--- src/rtl/link_rate_seq.sv ---
module link_rate_seq #(
  parameter int CNT_W      = 4,
  parameter int MATCH_NEED = 8
) (
  input  logic             clk,
  input  logic             rst,
  input  logic             go_fast,
  input  logic             sym_lock,
  input  logic [CNT_W-1:0] ts_run,
  input  logic             ts_spd,
  input  logic             idle_seen,
  input  logic             tmo,
  output logic [2:0]       sub_state,
  output logic             rate_hi,
  output logic             send_ts2
);

  localparam logic [2:0] S_ACT  = 3'd0;
  localparam logic [2:0] S_LOCK = 3'd1;
  localparam logic [2:0] S_CFG  = 3'd2;
  localparam logic [2:0] S_SPD  = 3'd3;
  localparam logic [2:0] S_IDLE = 3'd4;
  localparam logic [CNT_W-1:0] NEED = CNT_W'(MATCH_NEED);

  logic [2:0] st, st_nx;
  logic rate_nx, base_q, base_nx, pend_q, pend_nx;

  wire cnt_ok = ts_run >= NEED;

  always_comb begin
    st_nx   = st;
    rate_nx = rate_hi;
    base_nx = base_q;
    pend_nx = pend_q;
    if (tmo && st != S_ACT) begin
      st_nx   = S_LOCK;
      rate_nx = base_q;
      pend_nx = 1'b0;
    end else begin
      case (st)
        S_ACT:
          if (go_fast) begin
            st_nx   = S_LOCK;
            base_nx = rate_hi;
            pend_nx = 1'b1;
          end
        S_LOCK:
          if (sym_lock) st_nx = S_CFG;
        S_CFG:
          if (cnt_ok) begin
            pend_nx = 1'b0;
            if (ts_spd && pend_q) begin
              st_nx   = S_SPD;
              rate_nx = ~rate_hi;
            end else begin
              st_nx = S_IDLE;
            end
          end
        S_SPD:
          st_nx = S_LOCK;
        S_IDLE:
          if (idle_seen) st_nx = S_ACT;
        default:
          st_nx = S_ACT;
      endcase
    end
  end

  always_ff @(posedge clk) begin
    if (rst) begin
      st      <= S_ACT;
      rate_hi <= 1'b0;
      base_q  <= 1'b0;
      pend_q  <= 1'b0;
    end else begin
      st      <= st_nx;
      rate_hi <= rate_nx;
      base_q  <= base_nx;
      pend_q  <= pend_nx;
    end
  end

  assign sub_state = st;
  assign send_ts2  = (st == S_CFG);

  assert_code_legal_R1: assert property (@(posedge clk) disable iff (rst)
    sub_state <= S_IDLE);

  assert_active_hold_R2: assert property (@(posedge clk) disable iff (rst)
    (sub_state == S_ACT && !go_fast) |=> sub_state == S_ACT);

  assert_lock_exit_R3: assert property (@(posedge clk) disable iff (rst)
    (sub_state == S_LOCK && sym_lock && !tmo) |=> sub_state == S_CFG);

  assert_cfg_wait_R4: assert property (@(posedge clk) disable iff (rst)
    (sub_state == S_CFG && !tmo && ts_run < NEED) |=> sub_state == S_CFG);

  assert_speed_flip_R5: assert property (@(posedge clk) disable iff (rst)
    (sub_state == S_CFG && !tmo && ts_run >= NEED && ts_spd && pend_q)
      |=> (sub_state == S_SPD && rate_hi != $past(rate_hi)));

  assert_speed_exit_R6: assert property (@(posedge clk) disable iff (rst)
    (sub_state == S_SPD && !tmo) |=> (sub_state == S_LOCK && $stable(rate_hi)));

  assert_fail_idle_R7: assert property (@(posedge clk) disable iff (rst)
    (sub_state == S_CFG && !tmo && ts_run >= NEED && !ts_spd)
      |=> (sub_state == S_IDLE && $stable(rate_hi)));

  assert_idle_exit_R8: assert property (@(posedge clk) disable iff (rst)
    (sub_state == S_IDLE && idle_seen && !tmo) |=> sub_state == S_ACT);

  assert_timeout_R9: assert property (@(posedge clk) disable iff (rst)
    (sub_state != S_ACT && tmo) |=> sub_state == S_LOCK);

endmodule

--- config.mk ---
export PLATFORM = sky130hd
export DESIGN_NAME = link_rate_seq
export DESIGN_NICKNAME = d
export VERILOG_FILES = /design/src/rtl/link_rate_seq.sv
export SDC_FILE = /design/constraint.sdc
export NUM_CORES = 1
export LEC_CHECK = 0
export BUFFER_PORTS_ARGS = -buffer_cell sky130_fd_sc_hd__buf_2
export CAP_MARGIN = 20
export CORE_AREA = 2 2 39 41
export CTS_CLUSTER_DIAMETER = 150
export DETAILED_ROUTE_END_ITERATION = 7
export DIE_AREA = 0 0 41 43
export GPL_ROUTABILITY_DRIVEN = 0
export PLACE_DENSITY = 0.54
export SLEW_MARGIN = 20
export SYNTH_ARGS = -nofsm -noshare
export SYNTH_HDL_FRONTEND = slang
export SYNTH_SLANG_ARGS = --single-unit
--- constraint.sdc ---
create_clock -name clk -period 2.45 [get_ports clk]
set_input_delay 0 -clock clk [delete_from_list [all_inputs] [get_ports clk]]
set_output_delay 0 -clock clk [all_outputs]
set_load 0.03 [all_outputs]
==> flow_metrics.py <==
metrics = {
    "run_status": {
        "status": "complete, no violations",
    },
    "worst_setup_path": {
        "arrival_ns": 1.46,
        "critical_path_class": "flip-flop to flip-flop",
        "worstPathRequired_ns": 2.60,
        "path_max_fanout": 13,
        "cp-start-kind": "flip-flop",
        "cp-end-kind": "flip-flop",
    },
    "cells_and_area": {
        "n_antenna_cell": 0,
        "multi_input_area_um2": 186,
        "final_cell_mix": "12 x buf_2, 6 x dfxtp_1, 3 x a21oi_1, 3 x o21ai_0, 3 x clkbuf_4",
        "fillers": 151,
        "seq_area_um2": 120,
        "layout-drive-gt1-share_pct": 28.8,
        "areaGrowthSynthToFinish_pct": 31.7,
        "final_common_cell": "buf_2",
        "fin_nets": 65,
    },
    "placement": {
        "portBuffers": 12,
        "hpwl_um": 566,
    },
    "global_route": {
        "track_usage_pct": 10.6,
        "grt.overflow.total": 0,
        "grt_pass1_vias": 281,
        "grt_pass1_wl_um": 1200,
        "antenna_found_initial": 0,
        "grt_max_degree": 14,
    },
    "clock_network": {
        "clkTransAtPathRegs_ns": 0.05,
        "postCtsSetupRepairBufs": 0,
        "cts_tree": "done",
        "ctsHoldBuffers": 1,
        "clock_latency_ns": 0.24,
        "cts.sinks": 6,
        "cts.repair.resized": 0,
        "htreeDepth": 1,
        "cts_buffer_depth": 2,
        "clockRootBuffer": "clkbuf_4",
        "numCtsBuffers": 3,
    },
    "pwr": {
        "powerDensity_nw_per_um2": 602,
        "ir_drop_uv": 141,
        "power_uw": 257,
        "leakage_uw": 0.000173,
    },
    "sta": {
        "period_share_pct": 53.3,
        "fin_worst_skew_ns": 0.00169,
        "setup_violations": 0,
        "worst_slew_pin_slew_ns": 0.384,
        "finalHoldViolCount": 0,
        "period_minus_slack_ns": 1.31,
        "maxSlewHeadroom_pct": 74.2,
        "tns_ns": 0,
        "fmax_mhz": 765,
        "slew_viol_final": 0,
        "rsz0062_at_grt": "false",
    },
    "floorplan": {
        "die_width_um": 41,
        "io_pins": 16,
        "core_um2": 1380,
        "die_height_um": 43,
        "rows": 14,
        "dieArea_um2": 1760,
        "start_util_pct": 23.4,
    },
    "routing": {
        "drtIter0Drc": 13,
        "ant_nets": 0,
        "drt-total-wl_um": 730,
        "wire_per_inst_um": 10.7,
        "dr_total_vias": 354,
        "firstDrtPassIters": 4,
        "drc_errors": 0,
        "via_per_inst": 5.21,
    },
    "worst_hold_path": {
        "hold_path.class": "primary input to flip-flop",
    },
    "flow_run": {
        "drv_cap": 0,
    },
    "synth": {
        "synth_cell_types": 21,
        "synth-seq-area-share_pct": 37.1,
        "synth_warnings": 0,
        "postSynthCellCount": 38,
        "syn_area_um2": 324,
        "syn_area_per_cell_um2": 8.53,
        "synth_nets": 49,
        "synth_seq_cells": 6,
    },
}
## layout make-up
class                      instances  share of cell area [%]
clock buffer                       3                    5.28
inverter                           2                    1.76
multi-input combinational         28                    43.7
sequential                         6                    28.2
tap                               16                    4.69
timing repair buffer              13                    16.4
## sequential cells by signal, indices dropped and copies added, names as in the netlist
register / cells
base_q: 1
pend_q: 1
rate_hi: 1
sub_state: 3
## cell usage after synthesis (all sizes together)
master	count	area, um2
nand4bb	1	11.3
a311oi	1	8.76
or3	2	12.5
nand2	1	3.75
nor3b	2	15.0
or4	1	7.51
or4b	1	10.0
o21ai	3	15.0
nand3	2	10.0
nand2b	1	6.26
a31oi	1	6.26
o31ai	2	15.0
buf	2	10.0
inv	2	7.51
nor2	2	7.51
a211o	1	8.76
a21oi	3	15.0
mux2i	1	10.0
dfxtp	6	120
a211oi	2	15.0
nor4b	1	8.76
## report_power, final
group	switching (uW)	internal, uW
logic	27.9	21.9
clock network	35.1	55.4
registers	11.1	105
total	74.1	183
## routing by layer
metal  up-vias  GRT usage (%)  routed length [um]
met4         0           8.00                   8
met5         -              0                   0
met2        15           11.3                 311
li1        178              -                   -
met3         2           4.71                  62
met1       159           15.5                 347
## metrics by stage
stage	util, %	hold slack (ns)	setup WS [ns]	instances	cell area [um2]
finish	30.8	0.0184	1.14	68	427
global route	30.8	0.0315	0.956	68	427
detailed placement	28.5	0.209	1.14	64	394
CTS	30.8	0.0147	1.13	68	427
floorplan	-	0.0691	0.656	38	324
global placement	28.5	0.205	1.16	64	394
## critical path, stage by stage, from the launching register on
cell	delay, ns
dfxtp_1	0.41
nand4bb_1	0.23
or3_1	0.31
a311oi_1	0.25
## worst paths after layout
path	startpoint	endpoint	slack, ns	depth (start not counted)
max	sub_state[0]	rate_hi	1.14	3
min	idle_seen	sub_state[2]	0.02	3
max reg2reg	sub_state[0]	rate_hi	1.14	3
min reg2reg	base_q	base_q	0.50	2
## kinds of logic after synthesis
group                  Yosys count  synth area share, %
AOI/OAI and AO/OA               13                 25.9
buffers and inverters            4                 5.41
DFF                              6                 37.1
muxes                            1                 3.09
and+or+nand+nor                 14                 28.6
Note: power is estimated with default switching activity, not from simulation.
